## src/rtl/scl_rate_pkg.sv

```systemverilog
package scl_rate_pkg;
  typedef enum logic [1:0] {
    PH_IDLE = 2'd0,
    PH_LOW  = 2'd1,
    PH_WAIT = 2'd2,  // released, waiting for line to read high
    PH_HIGH = 2'd3
  } scl_phase_e;
endpackage

```

## src/rtl/scl_reload_chk.sv

```systemverilog
module scl_reload_chk #(
  parameter int RELOAD_W = 9
) (
  input  logic [RELOAD_W-1:0] reload_i,
  output logic                legal_o
);
  localparam logic [RELOAD_W-1:0] MinLegal = RELOAD_W'(2);

  assign legal_o = (reload_i >= MinLegal);
endmodule

```

## src/rtl/scl_bit_timer.sv

```systemverilog
module scl_bit_timer #(
  parameter int RELOAD_W = 9
) (
  input  logic                clk_i,
  input  logic                rst_ni,
  input  logic                clr_i,
  input  logic                load_i,
  input  logic [RELOAD_W-1:0] load_val_i,
  input  logic                dec_i,
  output logic                zero_o
);
  logic [RELOAD_W-1:0] cnt_q;

  always_ff @(posedge clk_i or negedge rst_ni) begin
    if (!rst_ni)                         cnt_q <= '0;
    else if (clr_i)                      cnt_q <= '0;
    else if (load_i)                     cnt_q <= load_val_i;
    else if (dec_i && (cnt_q != '0))     cnt_q <= cnt_q - RELOAD_W'(1);
  end

  assign zero_o = (cnt_q == '0);

  // one-shot: once at zero, only a load moves it
  a_r4_zero_sticks: assert property (@(posedge clk_i) disable iff (!rst_ni)
    (zero_o && !load_i) |=> zero_o);

  a_r9_nonzero_load: assert property (@(posedge clk_i) disable iff (!rst_ni)
    (load_i && !clr_i) |=> !zero_o);
endmodule

```

## src/rtl/scl_phase_ctl.sv

```systemverilog
module scl_phase_ctl
  import scl_rate_pkg::*;
#(
  parameter int RELOAD_W = 9
) (
  input  logic                clk_i,
  input  logic                rst_ni,
  input  logic                en_i,
  input  logic                legal_i,
  input  logic [RELOAD_W-1:0] reload_i,
  input  logic                scl_i,
  input  logic                zero_i,
  output logic                clr_o,
  output logic                load_o,
  output logic [RELOAD_W-1:0] load_val_o,
  output logic                dec_o,
  output logic                scl_pull_o,
  output logic                low_start_o,
  output logic                high_start_o,
  output logic                err_o
);
  scl_phase_e ph_q, ph_d;
  logic pull_q, low_st_q, high_st_q, err_q;

  always_comb begin
    ph_d       = ph_q;
    clr_o      = 1'b0;
    load_o     = 1'b0;
    load_val_o = reload_i;
    dec_o      = 1'b0;
    if (!en_i || !legal_i) begin
      ph_d  = PH_IDLE;
      clr_o = 1'b1;
    end else begin
      unique case (ph_q)
        PH_IDLE: begin
          ph_d   = PH_LOW;
          load_o = 1'b1;
        end
        PH_LOW: begin
          if (zero_i) ph_d = PH_WAIT;
          else        dec_o = 1'b1;
        end
        PH_WAIT: begin
          // first high sample already counts as one cycle of the half
          if (scl_i) begin
            ph_d       = PH_HIGH;
            load_o     = 1'b1;
            load_val_o = reload_i - RELOAD_W'(1);
          end
        end
        PH_HIGH: begin
          if (!scl_i || zero_i) begin
            ph_d   = PH_LOW;
            load_o = 1'b1;
          end else begin
            dec_o = 1'b1;
          end
        end
        default: ph_d = PH_IDLE;
      endcase
    end
  end

  always_ff @(posedge clk_i or negedge rst_ni) begin
    if (!rst_ni) begin
      ph_q      <= PH_IDLE;
      pull_q    <= 1'b0;
      low_st_q  <= 1'b0;
      high_st_q <= 1'b0;
      err_q     <= 1'b0;
    end else begin
      ph_q      <= ph_d;
      pull_q    <= (ph_d == PH_LOW);
      low_st_q  <= (ph_d == PH_LOW)  && (ph_q != PH_LOW);
      high_st_q <= (ph_d == PH_HIGH) && (ph_q != PH_HIGH);
      err_q     <= en_i && !legal_i;
    end
  end

  assign scl_pull_o   = pull_q;
  assign low_start_o  = low_st_q;
  assign high_start_o = high_st_q;
  assign err_o        = err_q;

  a_r6_err_released: assert property (@(posedge clk_i) disable iff (!rst_ni)
    err_o |-> !scl_pull_o);

  a_r7_disable_release: assert property (@(posedge clk_i) disable iff (!rst_ni)
    !en_i |=> !scl_pull_o);

  a_r5_yield_low: assert property (@(posedge clk_i) disable iff (!rst_ni)
    (ph_q == PH_HIGH && !scl_i && en_i && legal_i) |=> (scl_pull_o && low_start_o));

  a_r4_stretch_wait: assert property (@(posedge clk_i) disable iff (!rst_ni)
    (ph_q == PH_WAIT && !scl_i && en_i && legal_i) |=> (!scl_pull_o && !high_start_o));

  a_r8_strobes_apart: assert property (@(posedge clk_i) disable iff (!rst_ni)
    !(low_start_o && high_start_o));

  a_r8_low_strobe_single: assert property (@(posedge clk_i) disable iff (!rst_ni)
    low_start_o |=> !low_start_o);
endmodule

```

## src/rtl/scl_rate_gen.sv

```systemverilog
module scl_rate_gen #(
  parameter int RELOAD_W = 9
) (
  input  logic                clk_i,
  input  logic                rst_ni,
  input  logic                en_i,
  input  logic [RELOAD_W-1:0] reload_i,
  input  logic                scl_i,
  output logic                scl_pull_o,
  output logic                low_start_o,
  output logic                high_start_o,
  output logic                err_o
);
  logic                legal;
  logic                clr, load, dec, zero;
  logic [RELOAD_W-1:0] load_val;

  scl_reload_chk #(.RELOAD_W(RELOAD_W)) u_chk (
    .reload_i (reload_i),
    .legal_o  (legal)
  );

  scl_phase_ctl #(.RELOAD_W(RELOAD_W)) u_ctl (
    .clk_i        (clk_i),
    .rst_ni       (rst_ni),
    .en_i         (en_i),
    .legal_i      (legal),
    .reload_i     (reload_i),
    .scl_i        (scl_i),
    .zero_i       (zero),
    .clr_o        (clr),
    .load_o       (load),
    .load_val_o   (load_val),
    .dec_o        (dec),
    .scl_pull_o   (scl_pull_o),
    .low_start_o  (low_start_o),
    .high_start_o (high_start_o),
    .err_o        (err_o)
  );

  scl_bit_timer #(.RELOAD_W(RELOAD_W)) u_tmr (
    .clk_i      (clk_i),
    .rst_ni     (rst_ni),
    .clr_i      (clr),
    .load_i     (load),
    .load_val_i (load_val),
    .dec_i      (dec),
    .zero_o     (zero)
  );

  a_r1_reset_quiet: assert property (@(posedge clk_i)
    !rst_ni |=> (!scl_pull_o && !err_o && !low_start_o && !high_start_o));
endmodule

```

## config.mk

```make
export PLATFORM = sky130hd
export DESIGN_NAME = scl_rate_gen
export DESIGN_NICKNAME = d
export VERILOG_FILES = /design/src/rtl/scl_rate_pkg.sv /design/src/rtl/scl_reload_chk.sv /design/src/rtl/scl_bit_timer.sv /design/src/rtl/scl_phase_ctl.sv /design/src/rtl/scl_rate_gen.sv
export SDC_FILE = /design/constraint.sdc
export NUM_CORES = 1
export LEC_CHECK = 0
export BUFFER_PORTS_ARGS = -buffer_cell sky130_fd_sc_hd__buf_4
export CORE_MARGIN = 5
export CORE_UTILIZATION = 45
export CTS_CLUSTER_DIAMETER = 120
export DETAILED_ROUTE_END_ITERATION = 10
export PLACE_DENSITY = 0.73
export SETUP_SLACK_MARGIN = 0.4
export SLEW_MARGIN = 20
export SYNTH_ARGS = -nofsm -noshare
export SYNTH_HDL_FRONTEND = slang
export SYNTH_SLANG_ARGS = --single-unit
```

## constraint.sdc

```tcl
create_clock -name clk_i -period 4.9 [get_ports clk_i]
set_input_delay 0.98 -clock clk_i [delete_from_list [all_inputs] [get_ports clk_i]]
set_output_delay 0.98 -clock clk_i [all_outputs]
set_load 0.05 [all_outputs]
```

==> impl_metrics.py, run 1 <==
metrics = {
    "status": {
        "outcome": "finished, final reports clean",
    },
    "drt": {
        "drt-initial-drc-count": 34,
        "routedWlPerCell_um": 15.76,
        "drtAntennaViolNets": 0,
        "drc_violations": 0,
        "detailroute.via_count": 1009,
        "first_drt_pass_iteration_count": 4,
        "routed_via_density": 6.006,
        "route.final.wire_length_um": 2647,
    },
    "setup_path": {
        "critical_path.n_buffers_inverters": 1,
        "reg2reg_to": "u_tmr.cnt_q[4]",
        "reg2reg_from": "u_tmr.cnt_q[0]",
        "cpMaxStageDelayCell": "sky130_fd_sc_hd__or4_4",
        "top_cell_family_by_delay_on_the_critical_path": "simple AND/OR/NAND/NOR gates",
        "cell_by_cell_listing_of_the_critical_path": "buf_4 > or4_4 > or3_4 > o41ai_4 > nor2_2 > a32o_1",
        "worst-r2r-cell-count": 7,
        "critPathArrivalTime_ns": 2.92,
        "worst_setup_path_end_kind": "flip-flop",
        "crit_required_ns": 5.07,
        "timing.critical_path.from_type": "input pin",
        "timing_worst_setup_path_type": "in2reg",
        "critical_path.max_fanout": 9,
        "critical_path.max_stage_delay_ns": 0.55,
        "ff2ff_setup_slack_ns": 2.20,
    },
    "finish": {
        "ff_latch_area_um2": 375.4,
        "layout.cells.most_common_list": "sky130_fd_sc_hd__buf_4 (16), sky130_fd_sc_hd__dfrtp_1 (15), sky130_fd_sc_hd__nor2_1 (11)",
        "finished_core_util_pct": 52.83,
        "finalInstanceArea_um2": 1285,
        "antennaDiodeCount": 0,
        "drive_gt1_share_pct": 23.91,
        "flow.area_growth_from_synthesis_pct": 13.86,
        "finish.net_count": 156,
        "most_common_cell_after_layout_fill_and_taps_aside": "sky130_fd_sc_hd__buf_4",
        "layout.filler_cells": 243,
        "multi_input_gate_area_um2": 706.9,
    },
    "cts": {
        "tritoncts": "done",
        "cts-htree-levels": 1,
        "buffer_depth_of_the_longest_clock_path": 2,
        "clkSinkCount": 15,
        "clk_pin_slew_ns": 0.10,
        "worstSkewPairLatency_ns": 0.28,
        "post_cts_buffers": 0,
        "cts_repair_resize_count": 0,
        "clock_tree.root_cell": "sky130_fd_sc_hd__clkbuf_4",
        "cts_hold_buf": 0,
        "cts_inserted_buffers": 3,
    },
    "global_route": {
        "pin_count_of_the_biggest_net_entering_global_routing": 17,
        "grt_usage_pct": 16.41,
        "number_of_global_route_vias_before_repair": 968,
        "globalRouteOverflowTotal": 0,
        "number_of_antenna_violations_at_the_first_check_in_global_routing": 0,
        "grt_pass1_wl_um": 4416,
    },
    "power": {
        "power.switching_mw": 0.2598,
        "net_switching_share_of_the_total_power_pct": 43.77,
        "power_frac_comb_pct": 52.2,
        "vdd_drop_max_uv": 318.0,
        "power.static_leakage_nw": 0.5491,
        "share_clk_of_total_power_pct": 12.2,
        "p_int_mw": 0.3337,
        "share_seq_of_total_power_pct": 35.6,
        "cellPowerDensity_nw_per_um2": 461.8,
    },
    "logic_synthesis": {
        "async_reset_ff_share_pct": 100.0,
        "avgSynthCellArea_um2": 9.175,
        "dominantRegCellSynth": "sky130_fd_sc_hd__dfrtp_1",
        "synth_cell_type_count": 43,
        "synth_fp_nets": 140,
        "ys.warnings.count": 0,
        "synth_area_um2": 1129,
        "synth_top_family_by_area": "simple AND/OR/NAND/NOR gates",
        "synth_mux_area_share_pct": 5.654,
        "yosys.area_share.adder_pct": 4.435,
        "synth_seq_area_share_pct": 33.26,
        "synth-simple-area-share_pct": 27.83,
        "syn-instance-count": 123,
        "ys_seq_elements": 15,
        "synth-compound-area-share_pct": 18.51,
        "synth_xor_xnor_area_share_pct": 6.208,
        "synth_edf_count": 0,
    },
    "timing": {
        "period_needed_ns": 2.751,
        "fin_crit_sh_pct": 56.14,
        "finClkSkew_ns": 0.009005,
        "report.final.hold_viol_count": 0,
        "final.setup.worst_slack_ns": 2.149,
        "max_slew_violation_count": 0,
        "max_clock_freq_mhz": 363.5,
        "setup-tns-final_ns": 0,
        "rsz0062_at_grt": "false",
        "max_slew_margin_pct": 58.26,
        "final-setup-viol-count": 0,
        "tightestPinTransition_ns": 0.6240,
    },
    "placement": {
        "post-place-ws_ns": 1.872,
        "dpl.hpwl_um": 2079,
        "placer_s_final_routability_congestion_estimate": 0.8760,
        "placedInstanceArea_um2": 1259,
        "io_buffer_count": 16,
    },
    "floorplanning": {
        "die_width_um": 60.08,
        "die_h_um": 60.08,
        "num_rows": 18,
        "die-area_um2": 3610,
        "start_util_pct": 46.40,
        "io_pins": 17,
        "core-area_um2": 2432,
    },
    "min_path": {
        "worstHoldPathType": "in2async",
    },
    "job": {
        "maxCapViolations": 0,
    },
}
[sequential cells by signal, summed over array words and instances, names as in the netlist]
register,count
u_tmr.cnt_q,9
u_ctl.ph_q,2
u_ctl.err_o,1
u_ctl.high_start_o,1
u_ctl.low_start_o,1
u_ctl.scl_pull_o,1
[synthesized netlist by cell type (3+ instances only)]
master | n | share of area [%]
sky130_fd_sc_hd__a32o_1 | 3 | 2.7
sky130_fd_sc_hd__ha_1 | 4 | 4.4
sky130_fd_sc_hd__nand2_1 | 5 | 1.7
sky130_fd_sc_hd__nor3_1 | 5 | 2.2
sky130_fd_sc_hd__nor4_1 | 5 | 2.8
sky130_fd_sc_hd__dfrtp_1 | 15 | 33
sky130_fd_sc_hd__inv_1 | 5 | 1.7
sky130_fd_sc_hd__mux2_2 | 3 | 3.0
sky130_fd_sc_hd__mux2i_1 | 3 | 2.7
sky130_fd_sc_hd__xor2_1 | 5 | 3.9
sky130_fd_sc_hd__clkbuf_1 | 3 | 1.0
sky130_fd_sc_hd__a21oi_1 | 8 | 3.5
sky130_fd_sc_hd__o21ai_0 | 7 | 3.1
sky130_fd_sc_hd__nor2_1 | 11 | 3.7
sky130_fd_sc_hd__xnor2_1 | 3 | 2.3
sky130_fd_sc_hd__or4_1 | 5 | 3.3
[power by group through the flow]
stage,clock [mW],combinational (mW),sequential (mW)
after CTS,0.0767,0.311,0.211
after floorplan,0,0.240,0.211
after detailed placement,0,0.309,0.212
after global routing,0.0822,0.343,0.220
final,0.0724,0.310,0.211
after global placement,0,0.299,0.210
[cell families after synthesis]
logic type	Yosys count
AOI/OAI and AO/OA	28
xor gates and xnor gates	8
adders and majority gates	4
buffers and inverters	10
DFF	15
muxes	6
and+or+nand+nor	52
[layer usage]
metal | vias to the layer above | GRT usage (%) | wire length [um]
met3 | 0 | 3.240 | 150
met1 | 488 | 21.11 | 1161
met2 | 33 | 27.62 | 1335
li1 | 488 | - | -
met5 | - | 0 | 0
met4 | 0 | 4.747 | 0
[stage by stage]
stage	std cells	power (mW)	hold WS, ns
after CTS	168	0.5980	0.5317
after floorplan	123	0.4511	0.5277
final	168	0.5934	0.5321
after global routing	168	0.6457	0.5281
after detailed placement	164	0.5216	0.5651
after global placement	164	0.5097	0.5491
[worst register-to-register path: stages (launching register included)]
cell and delay [ns]:
sky130_fd_sc_hd__dfrtp_1 0.43, sky130_fd_sc_hd__inv_1 0.09, sky130_fd_sc_hd__ha_1 0.14, sky130_fd_sc_hd__or4b_1 0.51
sky130_fd_sc_hd__o211ai_1 0.24, sky130_fd_sc_hd__and2_1 0.56, sky130_fd_sc_hd__mux2_2 0.41, sky130_fd_sc_hd__a32o_1 0.20
[cell type report]
cell class	instances	share of cell area [%]
tap	30	2.921
sequential	15	29.21
multi-input combinational	98	55.01
clock buffer	4	2.045
inverter	5	1.461
timing repair buffer	16	9.348
[how the worst max path moves through the flow]
stage                   start             end  slack [ns]  cells after the start
2_1_floorplan     reload_i[5]  u_tmr.cnt_q[3]        2.17                      5
3_3_place_gp      reload_i[5]  u_tmr.cnt_q[3]        1.89                      6
3_5_place_dp      reload_i[5]  u_tmr.cnt_q[6]        1.87                      6
4_1_cts           reload_i[5]  u_tmr.cnt_q[6]        2.18                      6
5_1_grt        u_tmr.cnt_q[0]  u_tmr.cnt_q[4]        2.03                      7
6_report          reload_i[5]  u_tmr.cnt_q[4]        2.15                      6
Note: power is estimated with default switching activity, not from simulation.
==> inputs of run 2 (changes only) <==
--- a/config.mk
+++ b/config.mk
@@ -10,7 +10,7 @@
 export CORE_UTILIZATION = 45
 export CTS_CLUSTER_DIAMETER = 120
 export DETAILED_ROUTE_END_ITERATION = 10
-export PLACE_DENSITY = 0.73
+export PLACE_DENSITY = 0.76
 export SETUP_SLACK_MARGIN = 0.4
 export SLEW_MARGIN = 20
 export SYNTH_ARGS = -nofsm -noshare
==> constraint.sdc (replaced) <==
create_clock -name clk_i -period 2.5 [get_ports clk_i]
set_input_delay 0.5 -clock clk_i [delete_from_list [all_inputs] [get_ports clk_i]]
set_output_delay 0.5 -clock clk_i [all_outputs]
set_load 0.05 [all_outputs]
==> run 2 against run 1 <==
Net effect: via count up 9.9%; non-clock buffer count up 21; worst setup slack worse by 1.9 ns; critical path type is now reg2reg.
==> impl_metrics.py, run 2 (same netlist as run 1, synthesis figures left out) <==
metrics = {
    "setup_path": {
        "reg2reg_to": "u_tmr.cnt_q[6]",
        "worst_setup_path_end_kind": "flip-flop",
        "worst-r2r-cell-count": 7,
        "timing_worst_setup_path_type": "reg2reg",
        "timing.critical_path.from_type": "flip-flop",
        "ff2ff_setup_slack_ns": 0.28,
        "crit_required_ns": 2.68,
        "critical_path.max_fanout": 6,
        "reg2reg_from": "u_tmr.cnt_q[1]",
        "critPathArrivalTime_ns": 2.40,
    },
    "cts": {
        "cts_inserted_buffers": 3,
        "cts_hold_buf": 0,
        "tritoncts": "done",
        "cts-htree-levels": 1,
        "clkSinkCount": 15,
        "clk_pin_slew_ns": 0.09,
        "buffer_depth_of_the_longest_clock_path": 2,
        "clock_tree.root_cell": "sky130_fd_sc_hd__clkbuf_4",
        "worstSkewPairLatency_ns": 0.29,
    },
    "power": {
        "power_frac_comb_pct": 65.2,
        "net_switching_share_of_the_total_power_pct": 41.01,
        "share_clk_of_total_power_pct": 9.2,
        "p_int_mw": 0.9274,
        "power.switching_mw": 0.6448,
        "cellPowerDensity_nw_per_um2": 1014,
        "power.static_leakage_nw": 0.6885,
        "finalPower_mw": 1.572,
        "share_seq_of_total_power_pct": 25.6,
        "vdd_drop_max_uv": 766.4,
    },
    "timing": {
        "tightestPinTransition_ns": 0.3987,
        "final-setup-viol-count": 0,
        "max_clock_freq_mhz": 450.8,
        "rsz0062_at_grt": "true",
        "final.setup.worst_slack_ns": 0.2819,
        "worst_hold_slack_ns": 0.04070,
        "report.final.hold_viol_count": 0,
        "max_slew_violation_count": 0,
        "setup-tns-final_ns": 0,
        "fin_crit_sh_pct": 88.73,
        "finClkSkew_ns": 0.007805,
        "period_needed_ns": 2.218,
        "max_slew_margin_pct": 73.39,
    },
    "global_route": {
        "grt_pass1_wl_um": 4733,
        "pin_count_of_the_biggest_net_entering_global_routing": 16,
        "number_of_antenna_violations_at_the_first_check_in_global_routing": 0,
        "globalRouteOverflowTotal": 0,
        "number_of_global_route_vias_before_repair": 1067,
        "grt_usage_pct": 17.75,
    },
    "placement": {
        "post-place-ws_ns": 0.1083,
        "place_inst": 171,
        "dpl.hpwl_um": 2075,
        "placer_s_final_routability_congestion_estimate": 0.8677,
        "io_buffer_count": 16,
    },
    "finish": {
        "largest_register_ff_count": 9,
        "layout.cells.most_common_list": "sky130_fd_sc_hd__buf_4 (33), sky130_fd_sc_hd__dfrtp_1 (15), sky130_fd_sc_hd__nor2_1 (10)",
        "top_reg_by_flops": "u_tmr.cnt_q",
        "drive_gt1_share_pct": 44.03,
        "most_common_cell_after_layout_fill_and_taps_aside": "sky130_fd_sc_hd__buf_4",
        "largestRegisters": "u_tmr.cnt_q: 9 flops, u_ctl.ph_q: 2 flops",
        "count_of_non_filler_cells_in_the_finished_layout": 189,
        "finish.net_count": 177,
        "flow.area_growth_from_synthesis_pct": 37.36,
        "antennaDiodeCount": 0,
    },
    "drt": {
        "drtAntennaViolNets": 0,
        "met1_length_um": 1291,
        "top_metal_layer_carrying_routed_signals": "met4",
        "detailroute.via_count": 1109,
        "routed_via_density": 5.868,
        "drt-initial-drc-count": 44,
        "routedWlPerCell_um": 16.48,
        "wl_met3_um": 190,
        "drc_violations": 0,
        "first_drt_pass_iteration_count": 4,
        "route.final.wire_length_um": 3114,
        "dr_wl_met2_um": 1543,
    },
    "floorplanning": {
        "die_h_um": 60.08,
        "core-area_um2": 2432,
        "io_pins": 17,
        "die-area_um2": 3610,
        "die_width_um": 60.08,
        "start_util_pct": 46.40,
        "num_rows": 18,
    },
    "min_path": {
        "worstHoldPathType": "in2async",
    },
    "job": {
        "maxCapViolations": 0,
    },
    "status": {
        "outcome": "finished, final reports clean",
    },
}
run 2: cell count changes in the layout (fill, tap and decap cells not counted), moves of 2 or more:
cell / before / now
sky130_fd_sc_hd__o21ai_1: 0 / 2
sky130_fd_sc_hd__buf_6: 0 / 4
sky130_fd_sc_hd__or4_4: 1 / 4
sky130_fd_sc_hd__nor3b_1: 2 / 0
sky130_fd_sc_hd__o21ai_0: 7 / 5
sky130_fd_sc_hd__inv_2: 0 / 2
sky130_fd_sc_hd__inv_1: 5 / 3
sky130_fd_sc_hd__buf_4: 16 / 33
sky130_fd_sc_hd__mux2_4: 0 / 3
sky130_fd_sc_hd__mux2_2: 3 / 0
sky130_fd_sc_hd__or4_1: 5 / 2
run 2: routing by layer:
| layer | GRT usage (%) | vias up |
|---|---|---|
| li1 | - | 535 |
| met1 | 21.47 | 531 |
| met2 | 29.32 | 31 |
| met3 | 4.968 | 12 |
| met4 | 7.278 | 0 |
| met5 | 0 | - |
run 2: repair_timing:
item / CTS / global route
pin swaps: 8 / 4
setup buffers: 9 / 5
setup endpoints to repair: 9 / 9
resized for setup: 20 / 9
run 2: worst max-delay path by stage:
stage              startpoint              to  slack, ns
6_report       u_tmr.cnt_q[1]  u_tmr.cnt_q[6]       0.28
5_1_grt        u_tmr.cnt_q[1]  u_tmr.cnt_q[1]       0.17
4_1_cts        u_tmr.cnt_q[1]  u_tmr.cnt_q[4]       0.34
3_5_place_dp      reload_i[5]  u_tmr.cnt_q[3]       0.11
3_3_place_gp      reload_i[5]  u_tmr.cnt_q[6]       0.12
2_1_floorplan     reload_i[5]  u_tmr.cnt_q[3]       0.25
run 2: critical path, stage by stage, from the launching register on:
cell and delay [ns]:
sky130_fd_sc_hd__dfrtp_1 0.40, sky130_fd_sc_hd__inv_2 0.09, sky130_fd_sc_hd__ha_4 0.13, sky130_fd_sc_hd__or4b_4 0.46, sky130_fd_sc_hd__o211ai_1 0.28, sky130_fd_sc_hd__and2_4 0.25, sky130_fd_sc_hd__mux2_4 0.31, sky130_fd_sc_hd__a32o_1 0.20
run 2: power groups by stage:
| stage | logic [mW] | registers, mW | clock network (mW) |
|---|---|---|---|
| final | 1.02 | 0.403 | 0.145 |
| after global routing | 1.11 | 0.411 | 0.156 |
| after CTS | 0.904 | 0.393 | 0.148 |
| after detailed placement | 0.711 | 0.396 | 0 |
| after global placement | 0.686 | 0.392 | 0 |
| after floorplan | 0.485 | 0.415 | 0 |
run 2: cell type report:
class                           count  area, um2
Sequential cell                    15      375.4
Clock buffer                        4      26.28
Fill cell                         195      882.1
Multi-Input combinational cell     98      799.5
Tap cell                           30      37.54
Timing Repair Buffer               37      292.8
Inverter                            5      18.77
run 2: per-stage QoR:
step,cell area [um2],util (%)
floorplan,1135,-
global placement,1315,54.06
detailed placement,1315,54.06
CTS,1473,60.55
global route,1550,63.73
finish,1550,63.73
